### src/rtl/rtc_pkg.sv
package rtc_pkg;

    typedef enum logic [2:0] {
        ST_FROZEN,
        ST_COUNT,
        ST_LEAD,
        ST_APPLY,
        ST_HOLD
    } upd_state_e;

    typedef struct packed {
        logic [6:0] sec;
        logic [6:0] min;
        logic [4:0] hr;
        logic [2:0] dow;
        logic [4:0] dom;
        logic [3:0] mon;
        logic [6:0] yr;
    } tod_t;

    localparam int NFIELD = 7;
    localparam int F_SEC = 0;
    localparam int F_MIN = 1;
    localparam int F_HR  = 2;
    localparam int F_DOW = 3;
    localparam int F_DOM = 4;
    localparam int F_MON = 5;
    localparam int F_YR  = 6;

    localparam logic [3:0] IX_SEC = 4'h0;
    localparam logic [3:0] IX_MIN = 4'h2;
    localparam logic [3:0] IX_HR  = 4'h4;
    localparam logic [3:0] IX_DOW = 4'h6;
    localparam logic [3:0] IX_DOM = 4'h7;
    localparam logic [3:0] IX_MON = 4'h8;
    localparam logic [3:0] IX_YR  = 4'h9;
    localparam logic [3:0] IX_STA = 4'hA;
    localparam logic [3:0] IX_CTL = 4'hB;
    localparam logic [3:0] IX_VLD = 4'hD;

    localparam int CB_FREEZE = 7;
    localparam int CB_UIE    = 4;
    localparam int CB_BIN    = 2;
    localparam int CB_H24    = 1;
    localparam logic [7:0] CTL_RESET = 8'h02;

    function automatic logic [7:0] to_bcd(input logic [6:0] v);
        logic [6:0] t;
        logic [6:0] o;
        t = v / 7'd10;
        o = v - t * 7'd10;
        return {t[3:0], o[3:0]};
    endfunction

    function automatic logic [6:0] from_bcd(input logic [7:0] b);
        return 7'(b[7:4]) * 7'd10 + 7'(b[3:0]);
    endfunction

    function automatic logic [4:0] month_days(input logic [3:0] mon, input logic [6:0] yr);
        logic [4:0] d;
        case (mon)
            4'd2:                       d = (yr[1:0] == 2'b00) ? 5'd29 : 5'd28;
            4'd4, 4'd6, 4'd9, 4'd11:    d = 5'd30;
            default:                    d = 5'd31;
        endcase
        return d;
    endfunction

endpackage

### src/rtl/rtc_phase_fsm.sv
module rtc_phase_fsm
    import rtc_pkg::*;
#(
    parameter int TPS  = 32768,
    parameter int LEAD = 8,
    parameter int HOLD = 65
) (
    input  logic clk,
    input  logic rst_n,
    input  logic tick,
    input  logic freeze,
    output logic uip,
    output logic apply,
    output logic done
);

    localparam int PW = (TPS > 1) ? $clog2(TPS) : 1;
    localparam logic [PW-1:0] PH_LAST    = PW'(TPS - 1);
    localparam logic [PW-1:0] PH_LEAD_AT = PW'(TPS - LEAD - 1);
    localparam logic [PW-1:0] PH_HOLD_AT = PW'(HOLD - 1);

    upd_state_e st_q;
    upd_state_e st_d;
    logic [PW-1:0] ph_q;

    // state register
    always_ff @(posedge clk) begin
        if (!rst_n) st_q <= ST_COUNT;
        else        st_q <= st_d;
    end

    // next-state selection
    always_comb begin
        st_d = st_q;
        if (freeze) begin
            st_d = ST_FROZEN;
        end else begin
            unique case (st_q)
                ST_FROZEN: st_d = ST_COUNT;
                ST_COUNT:  if (tick && ph_q == PH_LEAD_AT) st_d = ST_LEAD;
                ST_LEAD:   if (tick && ph_q == PH_LAST)    st_d = ST_APPLY;
                ST_APPLY:  st_d = ST_HOLD;
                ST_HOLD:   if (tick && ph_q == PH_HOLD_AT) st_d = ST_COUNT;
                default:   st_d = ST_FROZEN;
            endcase
        end
    end

    // sub-second phase
    always_ff @(posedge clk) begin
        if (!rst_n)                          ph_q <= '0;
        else if (freeze || st_q == ST_FROZEN) ph_q <= '0;
        else if (tick)                       ph_q <= (ph_q == PH_LAST) ? '0 : ph_q + 1'b1;
    end

    // outputs
    always_comb begin
        uip   = (st_q == ST_LEAD) || (st_q == ST_APPLY) || (st_q == ST_HOLD);
        apply = (st_q == ST_APPLY) && !freeze;
        done  = (st_q == ST_HOLD) && tick && (ph_q == PH_HOLD_AT) && !freeze;
    end

endmodule

### src/rtl/rtc_calendar.sv
module rtc_calendar
    import rtc_pkg::*;
(
    input  logic              clk,
    input  logic              rst_n,
    input  logic              apply,
    input  logic [NFIELD-1:0] wr_sel,
    input  tod_t              wr_val,
    output tod_t              tod
);

    tod_t tod_q;
    tod_t nxt;
    logic [4:0] mdays;

    assign mdays = month_days(tod_q.mon, tod_q.yr);

    always_comb begin
        nxt = tod_q;
        if (tod_q.sec >= 7'd59) begin
            nxt.sec = '0;
            if (tod_q.min >= 7'd59) begin
                nxt.min = '0;
                if (tod_q.hr >= 5'd23) begin
                    nxt.hr  = '0;
                    nxt.dow = (tod_q.dow >= 3'd7 || tod_q.dow == 3'd0) ? 3'd1 : tod_q.dow + 3'd1;
                    if (tod_q.dom >= mdays) begin
                        nxt.dom = 5'd1;
                        if (tod_q.mon >= 4'd12) begin
                            nxt.mon = 4'd1;
                            nxt.yr  = (tod_q.yr >= 7'd99) ? 7'd0 : tod_q.yr + 7'd1;
                        end else begin
                            nxt.mon = tod_q.mon + 4'd1;
                        end
                    end else begin
                        nxt.dom = tod_q.dom + 5'd1;
                    end
                end else begin
                    nxt.hr = tod_q.hr + 5'd1;
                end
            end else begin
                nxt.min = tod_q.min + 7'd1;
            end
        end else begin
            nxt.sec = tod_q.sec + 7'd1;
        end
    end

    always_ff @(posedge clk) begin
        if (!rst_n) begin
            tod_q <= '{sec: 7'd0, min: 7'd0, hr: 5'd0, dow: 3'd7, dom: 5'd1, mon: 4'd1, yr: 7'd0};
        end else begin
            if (wr_sel[F_SEC])      tod_q.sec <= wr_val.sec;
            else if (apply)         tod_q.sec <= nxt.sec;
            if (wr_sel[F_MIN])      tod_q.min <= wr_val.min;
            else if (apply)         tod_q.min <= nxt.min;
            if (wr_sel[F_HR])       tod_q.hr  <= wr_val.hr;
            else if (apply)         tod_q.hr  <= nxt.hr;
            if (wr_sel[F_DOW])      tod_q.dow <= wr_val.dow;
            else if (apply)         tod_q.dow <= nxt.dow;
            if (wr_sel[F_DOM])      tod_q.dom <= wr_val.dom;
            else if (apply)         tod_q.dom <= nxt.dom;
            if (wr_sel[F_MON])      tod_q.mon <= wr_val.mon;
            else if (apply)         tod_q.mon <= nxt.mon;
            if (wr_sel[F_YR])       tod_q.yr  <= wr_val.yr;
            else if (apply)         tod_q.yr  <= nxt.yr;
        end
    end

    assign tod = tod_q;

endmodule

### src/rtl/rtc_regport.sv
module rtc_regport
    import rtc_pkg::*;
(
    input  logic              clk,
    input  logic              rst_n,
    input  logic [3:0]        addr,
    input  logic [7:0]        wdata,
    input  logic              wr_en,
    input  tod_t              tod,
    input  logic              uip,
    output logic [7:0]        ctl,
    output logic [NFIELD-1:0] wr_sel,
    output tod_t              wr_val,
    output logic [7:0]        rdata
);

    logic bin_mode;
    logic h24_mode;
    logic [6:0] wdec;
    logic [6:0] h12_in;
    logic [6:0] h24_in;
    logic [6:0] hr_bin;
    logic [6:0] h12_out;
    logic       pm_out;
    logic [7:0] h12_enc;

    assign bin_mode = ctl[CB_BIN];
    assign h24_mode = ctl[CB_H24];

    function automatic logic [7:0] enc(input logic [6:0] v, input logic bin);
        return bin ? {1'b0, v} : to_bcd(v);
    endfunction

    function automatic logic [6:0] dec(input logic [7:0] w, input logic bin);
        return bin ? w[6:0] : from_bcd(w);
    endfunction

    always_ff @(posedge clk) begin
        if (!rst_n)                      ctl <= CTL_RESET;
        else if (wr_en && addr == IX_CTL) ctl <= wdata;
    end

    // write decode and conversion to binary 24-hour form
    always_comb begin
        wdec   = dec(wdata, bin_mode);
        h12_in = dec({1'b0, wdata[6:0]}, bin_mode);
        if (h24_mode)               h24_in = wdec;
        else if (h12_in == 7'd12)   h24_in = wdata[7] ? 7'd12 : 7'd0;
        else                        h24_in = wdata[7] ? h12_in + 7'd12 : h12_in;

        wr_val.sec = wdec;
        wr_val.min = wdec;
        wr_val.hr  = h24_in[4:0];
        wr_val.dow = wdec[2:0];
        wr_val.dom = wdec[4:0];
        wr_val.mon = wdec[3:0];
        wr_val.yr  = wdec;

        wr_sel         = '0;
        wr_sel[F_SEC]  = wr_en && (addr == IX_SEC);
        wr_sel[F_MIN]  = wr_en && (addr == IX_MIN);
        wr_sel[F_HR]   = wr_en && (addr == IX_HR);
        wr_sel[F_DOW]  = wr_en && (addr == IX_DOW);
        wr_sel[F_DOM]  = wr_en && (addr == IX_DOM);
        wr_sel[F_MON]  = wr_en && (addr == IX_MON);
        wr_sel[F_YR]   = wr_en && (addr == IX_YR);
    end

    // read side hour presentation
    always_comb begin
        hr_bin = 7'(tod.hr);
        pm_out = (hr_bin >= 7'd12);
        if (hr_bin == 7'd0)       h12_out = 7'd12;
        else if (hr_bin > 7'd12)  h12_out = hr_bin - 7'd12;
        else                      h12_out = hr_bin;
        h12_enc = enc(h12_out, bin_mode);
    end

    always_comb begin
        case (addr)
            IX_SEC:  rdata = enc(tod.sec, bin_mode);
            IX_MIN:  rdata = enc(tod.min, bin_mode);
            IX_HR:   rdata = h24_mode ? enc(hr_bin, bin_mode) : {pm_out, h12_enc[6:0]};
            IX_DOW:  rdata = enc(7'(tod.dow), bin_mode);
            IX_DOM:  rdata = enc(7'(tod.dom), bin_mode);
            IX_MON:  rdata = enc(7'(tod.mon), bin_mode);
            IX_YR:   rdata = enc(tod.yr, bin_mode);
            IX_STA:  rdata = {uip, 7'd0};
            IX_CTL:  rdata = ctl;
            IX_VLD:  rdata = 8'h80;
            default: rdata = 8'h00;
        endcase
    end

endmodule

### src/rtl/rtc_timekeeper.sv
module rtc_timekeeper
    import rtc_pkg::*;
#(
    parameter int TICKS_PER_SEC  = 32768,
    parameter int UIP_LEAD_TICKS = 8,
    parameter int UIP_HOLD_TICKS = 65
) (
    input  logic       clk,
    input  logic       rst_n,
    input  logic       tick,
    input  logic [3:0] addr,
    input  logic [7:0] wdata,
    input  logic       wr_en,
    output logic [7:0] rdata,
    output logic       uip,
    output logic       upd_irq
);

    logic [7:0]        ctl;
    logic [NFIELD-1:0] wr_sel;
    tod_t              wr_val;
    tod_t              tod_q;
    logic              apply;
    logic              done;
    logic              freeze_bit;
    logic              irq_q;
    logic [6:0]        sec_b;

    assign freeze_bit = ctl[CB_FREEZE];
    assign sec_b      = tod_q.sec;

    rtc_phase_fsm #(
        .TPS  (TICKS_PER_SEC),
        .LEAD (UIP_LEAD_TICKS),
        .HOLD (UIP_HOLD_TICKS)
    ) u_seq (
        .clk    (clk),
        .rst_n  (rst_n),
        .tick   (tick),
        .freeze (freeze_bit),
        .uip    (uip),
        .apply  (apply),
        .done   (done)
    );

    rtc_calendar u_cal (
        .clk    (clk),
        .rst_n  (rst_n),
        .apply  (apply),
        .wr_sel (wr_sel),
        .wr_val (wr_val),
        .tod    (tod_q)
    );

    rtc_regport u_port (
        .clk    (clk),
        .rst_n  (rst_n),
        .addr   (addr),
        .wdata  (wdata),
        .wr_en  (wr_en),
        .tod    (tod_q),
        .uip    (uip),
        .ctl    (ctl),
        .wr_sel (wr_sel),
        .wr_val (wr_val),
        .rdata  (rdata)
    );

    always_ff @(posedge clk) begin
        if (!rst_n) irq_q <= 1'b0;
        else        irq_q <= done && ctl[CB_UIE];
    end

    assign upd_irq = irq_q;

endmodule

### config.mk
export PLATFORM = sky130hd
export DESIGN_NAME = rtc_timekeeper
export DESIGN_NICKNAME = d
export VERILOG_FILES = /design/src/rtl/rtc_pkg.sv /design/src/rtl/rtc_phase_fsm.sv /design/src/rtl/rtc_calendar.sv /design/src/rtl/rtc_regport.sv /design/src/rtl/rtc_timekeeper.sv
export SDC_FILE = /design/constraint.sdc
export NUM_CORES = 1
export LEC_CHECK = 0
export BUFFER_PORTS_ARGS = -buffer_cell sky130_fd_sc_hd__buf_4
export CAP_MARGIN = 20
export CORE_ASPECT_RATIO = 1.1
export CORE_MARGIN = 3
export CORE_UTILIZATION = 64
export CTS_BUF_LIST = sky130_fd_sc_hd__clkbuf_8 sky130_fd_sc_hd__clkbuf_16
export CTS_CLUSTER_SIZE = 12
export DETAILED_ROUTE_END_ITERATION = 7
export GPL_TIMING_DRIVEN = 0
export HOLD_SLACK_MARGIN = 0.03
export PLACE_DENSITY = 0.79
export SYNTH_ARGS = -nofsm -noshare
export SYNTH_HDL_FRONTEND = slang
export SYNTH_SLANG_ARGS = --single-unit
### constraint.sdc
create_clock -name clk -period 6.1 [get_ports clk]
set_input_delay 0.61 -clock clk [delete_from_list [all_inputs] [get_ports clk]]
set_output_delay 0.61 -clock clk [all_outputs]
set_load 0.02 [all_outputs]
### Yosys cells after proc, flatten, opt, wreduce, memory -nomap -nowiden

Cells that the tools add are included.

| cells by class | value |
|---|---|
| add/sub/neg operators | 20 |
| multiply operators | 10 |
| divide/modulo/power cells | 8 |
| order comparisons | 9 |
| equality and inequality tests | 28 |
| mux-type cells | 52 |
| bitwise gates (word level) | 1 |
| reductions and logical operators | 62 |

Operators with widths:

| cell | count |
|---|---|
| $mux W7 | 15 |
| $pmux W8 S10 | 1 |
| $mux W8 | 8 |
| $mul A7 B3 Y3 const B | 8 |
| $reduce_bool A2 Y1 | 25 |
| $mux W5 | 9 |
| $mux W31 | 1 |
| $eq A15 B15 Y1 const B | 2 |
| $div A7 B4 Y7 const B | 4 |
| $eq A4 B4 Y1 const B | 7 |
| $sub A4 B4 Y4 | 7 |
| $mux W24 | 1 |
| $add A7 B1 Y7 const B | 3 |
| $eq A4 B3 Y1 const B | 5 |
| $mux W19 | 1 |
| $mux W3 | 6 |
| $logic_and A1 B1 Y1 | 16 |
| $mux W4 | 4 |
| $add A15 B1 Y15 const B | 1 |
| $eq A15 B7 Y1 const B | 1 |
| $mux W15 | 1 |
| $pmux W3 S5 | 1 |
| $add A7 B4 Y7 | 2 |
| $div A5 B4 Y7 const B | 2 |
| other kinds (42) | 59 |

| storage, ports and cells | value |
|---|---|
| bits in registers | 65 |
| input port bits | 16 |
| output and inout bits | 10 |
| word-level logic and storage cells | 202 |

### Logic depth before layout (Yosys ltp)

| logic depth | value |
|---|---|
| depth after elaboration | 10 |
| depth in mapped cells | 19 |
| depth with buffers taken out | 19 |

### Modules after synthesis

A second synthesis with hierarchy kept.

| unflattened totals | value |
|---|---|
| cells, all modules | 925 |
| area, all modules | 6966.7 µm² |

By module, submodules not included:

| module | times used | cells an instance | area an instance (µm²) | seq. area each (µm²) |
|---|---|---|---|---|
| rtc_regport | 1 | 498 | 3445.8 | 160.2 |
| rtc_calendar | 1 | 311 | 2516.2 | 760.7 |
| rtc_phase_fsm | 1 | 114 | 978.4 | 360.3 |
| rtc_timekeeper | 1 | 2 | 26.3 | 20.0 |

### Least setup slack after synthesis

Ideal clock, no wire load.

| path | value |
|---|---|
| kind | flip-flop to output port |
| from | register, netlist name u_cal.tod[4] |
| to | output port rdata[3] |
| arrival time | 4.048 ns |
| data required time | 5.490 ns |
| path slack | 1.442 ns |
| stages on the path, launching flop included | 19 |
| path buffers | 1 |
| path through | dfxtp_1 -> clkbuf_1 -> nor3b_1 -> nor2_1 -> o21ai_0 -> inv_1 -> ha_1 -> or3b_2 -> a32oi_1 -> o211a_1 -> nand2_1 -> ha_1 -> fa_1 -> a211o_1 -> o2111a_1 -> and3_1 -> nor3_1 -> mux2i_1 -> nand4b_1 |

| on the way | value |
|---|---|
| cells in the longest elaborated chain, start to end | 5 |

Ends and longest elaborated chain:

| element | RTL line | RTL |
|---|---|---|
| $div A7 B4 Y7 | rtc_pkg.sv:50 | `t = v / 7'd10;` |
| $mul A7 B3 Y3 | rtc_pkg.sv:51 | `o = v - t * 7'd10;` |
| $sub A4 B4 Y4 | rtc_pkg.sv:51 |  |
| $mux W8 | rtc_regport.sv:31 | `return bin ? {1'b0, v} : to_bcd(v);` |
| $pmux W8 S10 | rtc_regport.sv:80 | `case (addr)` |
| end: declaration | rtc_timekeeper.sv:14 | `output logic [7:0] rdata,` |

Every way passes these cells.

### Final worst setup path

| path | value |
|---|---|
| from | register, netlist name u_cal.tod[2] |
| to | output port rdata[3] |

| on the way | value |
|---|---|
| cells in the longest elaborated chain, start to end | 5 |

Ends and longest elaborated chain:

| element | RTL line |
|---|---|
| $div A7 B4 Y7 | rtc_pkg.sv:50 |
| $mul A7 B3 Y3 | rtc_pkg.sv:51 |
| $sub A4 B4 Y4 * | rtc_pkg.sv:51 |
| $mux W8 * | rtc_regport.sv:31 |
| $pmux W8 S10 * | rtc_regport.sv:80 |

Every way passes the cells marked *; elsewhere a longest branch is shown, timed or not.

==> results.sh <==
export IMPL_synth_adder_area_share_pct=13.5
export IMPL_vias=7344
export IMPL_relSlewSlack_pct=19.9
export IMPL_synth_edf_count=0
export IMPL_grt_pass1_wl_um=35800
export IMPL_cp_max_fo=10
export IMPL_post_cts_buffers=0
export IMPL_die_h_um=114
export IMPL_die_w_um=104
export IMPL_cts_repair_resized=0
export IMPL_first_iter_violations=871
export IMPL_fin_crit_sh_pct=94.8
export IMPL_synth_top_family_by_area="simple AND/OR/NAND/NOR gates"
export IMPL_cp_cell_sequence="clkbuf_1 > a21oi_1 > nor3b_1 > nor2_1 > o21ai_1 > inv_1 > ha_1 > or3b_2 > a32oi_1 > o211a_1 > nand2_1 > ha_1 > fa_1 > a211o_1 > o2111a_1 > and3_1 > nor3_1 > mux2i_1 > nand4b_1 > buf_4"
export IMPL_yosys_top_cells_count="80 x nor2_1, 77 x nand2_1, 65 x dfxtp_1"
export IMPL_final_layout_size_suffix_gt1_share_pct=10.1
export IMPL_clkLatencyLatePin_ps=380
export IMPL_gp_congestion=1.03
export IMPL_start_kind="register"
export IMPL_fillers=871
export IMPL_clk_pin_slew_worst_paths_ps=80
export IMPL_cts_buffers=9
export IMPL_synth_area_mux_share_pct=3.46
export IMPL_ys_flop_type="dfxtp_1"
export IMPL_cts_tree="done"
export IMPL_start_util_pct=66.7
export IMPL_totalNegativeSetupSlack_ps=0
export IMPL_cts_sinks=65
export IMPL_synth_area_leaders="dfxtp_1 19%, ha_1 11%, nor2_1 4.5%"
export IMPL_grt_usage_pct=37.7
export IMPL_leakagePower_uw=0.00286
export IMPL_hold_viol_final=0
export IMPL_finalCriticalPeriod_ps=5780
export IMPL_synth_cells=894
export IMPL_end_kind="primary output"
export IMPL_yosys_warnings=0
export IMPL_status="completed"
export IMPL_core_um2=10100
export IMPL_hold_path_depth=2
export IMPL_ys_ff_latch=65
export IMPL_fin_total_pwr_uw=1100
export IMPL_synth_area_um2=6730
export IMPL_area_growth_pct=8.41
export IMPL_gr_total_overflow=0
export IMPL_path_delay_family="simple AND/OR/NAND/NOR gates"
export IMPL_post_dp_hpwl_um=16900
export IMPL_ys_types=97
export IMPL_clock_path_buffers=2
export IMPL_crit_path_frequent_cell="ha_1"
export IMPL_yosysMostFrequentCell="nor2_1"
export IMPL_worstPathArrival_ps=5170
export IMPL_vias_per_cell=6.84
export IMPL_io_pins=26
export IMPL_cp_num_cells=20
export IMPL_async_reset_ff_share_pct=0
export IMPL_yosys_area_top_type_share_pct=19.3
export IMPL_synth_xor_area_share_pct=3.91
export IMPL_htree_levels=3
export IMPL_drc=0
export IMPL_cap_violations=0
export IMPL_grt_pass1_vias=6868
export IMPL_fmax_ghz=0.173
export IMPL_synth_compound_area_share_pct=25.2
export IMPL_hold_path_class="reg2reg"
export IMPL_rsz0062_at_grt="no"
export IMPL_critPathMaxStageDelay_ps=490
export IMPL_yosysSeqAreaShare_pct=19.3
export IMPL_yosys_area_top_type="dfxtp_1"
export IMPL_ant_nets=0
export IMPL_nNetsFinal=1012
export IMPL_routedWlPerCell_um=20.8
export IMPL_critPathBufInv=3
export IMPL_syn_avg_cell_area_um2=7.52
export IMPL_finalClockSkew_ps=15.4
export IMPL_required_ps=5490
export IMPL_crit_slowest_cell="or3b_2"
export IMPL_num_rows=38
export IMPL_yosys_area_share_simple_pct=27.9
export IMPL_max_vdd_ir_drop_uv=157
export IMPL_synth_nets=977
export IMPL_r2r_cells=11
export IMPL_antenna_found_initial=0
export IMPL_antennaDiodeCount=0
export IMPL_tightest_slew_ps=1200
export IMPL_firstDrtPassIters=7
export IMPL_drv_slew=0
export IMPL_dieArea_um2=11800
export IMPL_wl_um=22400
export IMPL_port_buffers=23
export IMPL_setup_viol=0
export IMPL_ctsHoldBuffers=0
export IMPL_root_buffer="clkbuf_8"
export IMPL_grt_max_degree=15
export IMPL_power_density_nw_per_um2=151
export IMPL_holdWs_ps=488
export IMPL_worstSetupPathType="reg2out"
-- final timing paths --
check,from,end,slack [ps]
hold reg to reg,u_port.ctl[6]$_SDFFE_PN0P_,u_port.ctl[6]$_SDFFE_PN0P_,490
setup / recovery,u_cal.tod[2]$_SDFFE_PN0P_,rdata[3],320
setup reg to reg,u_cal.tod[0]$_SDFFE_PN0P_,u_cal.tod[4]$_SDFFE_PN0P_,2460
hold / removal,u_port.ctl[6]$_SDFFE_PN0P_,u_port.ctl[6]$_SDFFE_PN0P_,490
-- worst reg2reg max path, delay by kind of cell (launching register included) --
kind,cells,cell delay (ps)
compound gates,6,1850
fa+ha+maj,2,480
buf+inv,1,130
flops,1,510
simple gates,2,600
-- cell type report --
class                           instances  area (um2)  area share [%]
Clock buffer                            9         124            1.70
Timing Repair Buffer                   24         180            2.47
Sequential cell                        65        1300            17.8
Multi-Input combinational cell        721        4970            68.2
Clock inverter                          7        83.8            1.15
Tap cell                              140         175            2.40
Inverter                               54         203            2.78
Buffer                                 54         250            3.43
-- state kept, by name, indices dropped and copies added (netlist names) --
signal      count
u_cal.tod      38
u_port.ctl      8
u_seq.ph_q     15
u_seq.st_q      3
upd_irq         1
-- where the power goes --
group | internal [uW] | switching (uW)
combinational | 88.2 | 164
sequential | 431 | 9.35
clock | 197 | 212
-- per-stage QoR --
step | setup WS, ps | utilization (%) | instances | instance area [um2]
floorplan | 1440 | - | 894 | 6730
global placement | 819 | 70.2 | 1057 | 7070
detailed placement | 771 | 70.2 | 1058 | 7080
CTS | 328 | 72.3 | 1074 | 7290
global route | 15.3 | 72.3 | 1074 | 7290
finish | 317 | 72.3 | 1074 | 7290
-- routing by layer --
layer	track usage, %	vias to the layer above	wire, um
met1	49.2	3449	9110
met5	0	-	0
li1	-	3331	-
met3	6.00	95	2190
met4	18.7	0	1240
met2	61.2	469	9830
-- cell families after synthesis --
| logic type | Yosys count |
|---|---|
| mux | 21 |
| flops | 65 |
| fa+ha+maj | 68 |
| buf+inv | 108 |
| xor+xnor | 30 |
| simple gates | 348 |
| compound gates | 254 |
-- layout by cell type, fill, tap and decap left out, types with 16 or more instances in the layout --
cell type,n
nand2b_1,16
buf_4,26
nor2b_1,17
inv_1,50
ha_1,59
o21ai_0,56
nor2_1,80
xor2_1,18
a21oi_1,59
dfxtp_1,65
nor3_1,19
clkbuf_1,34
nand3_1,37
nand2_1,77
Power figures use the tool's default switching activity.
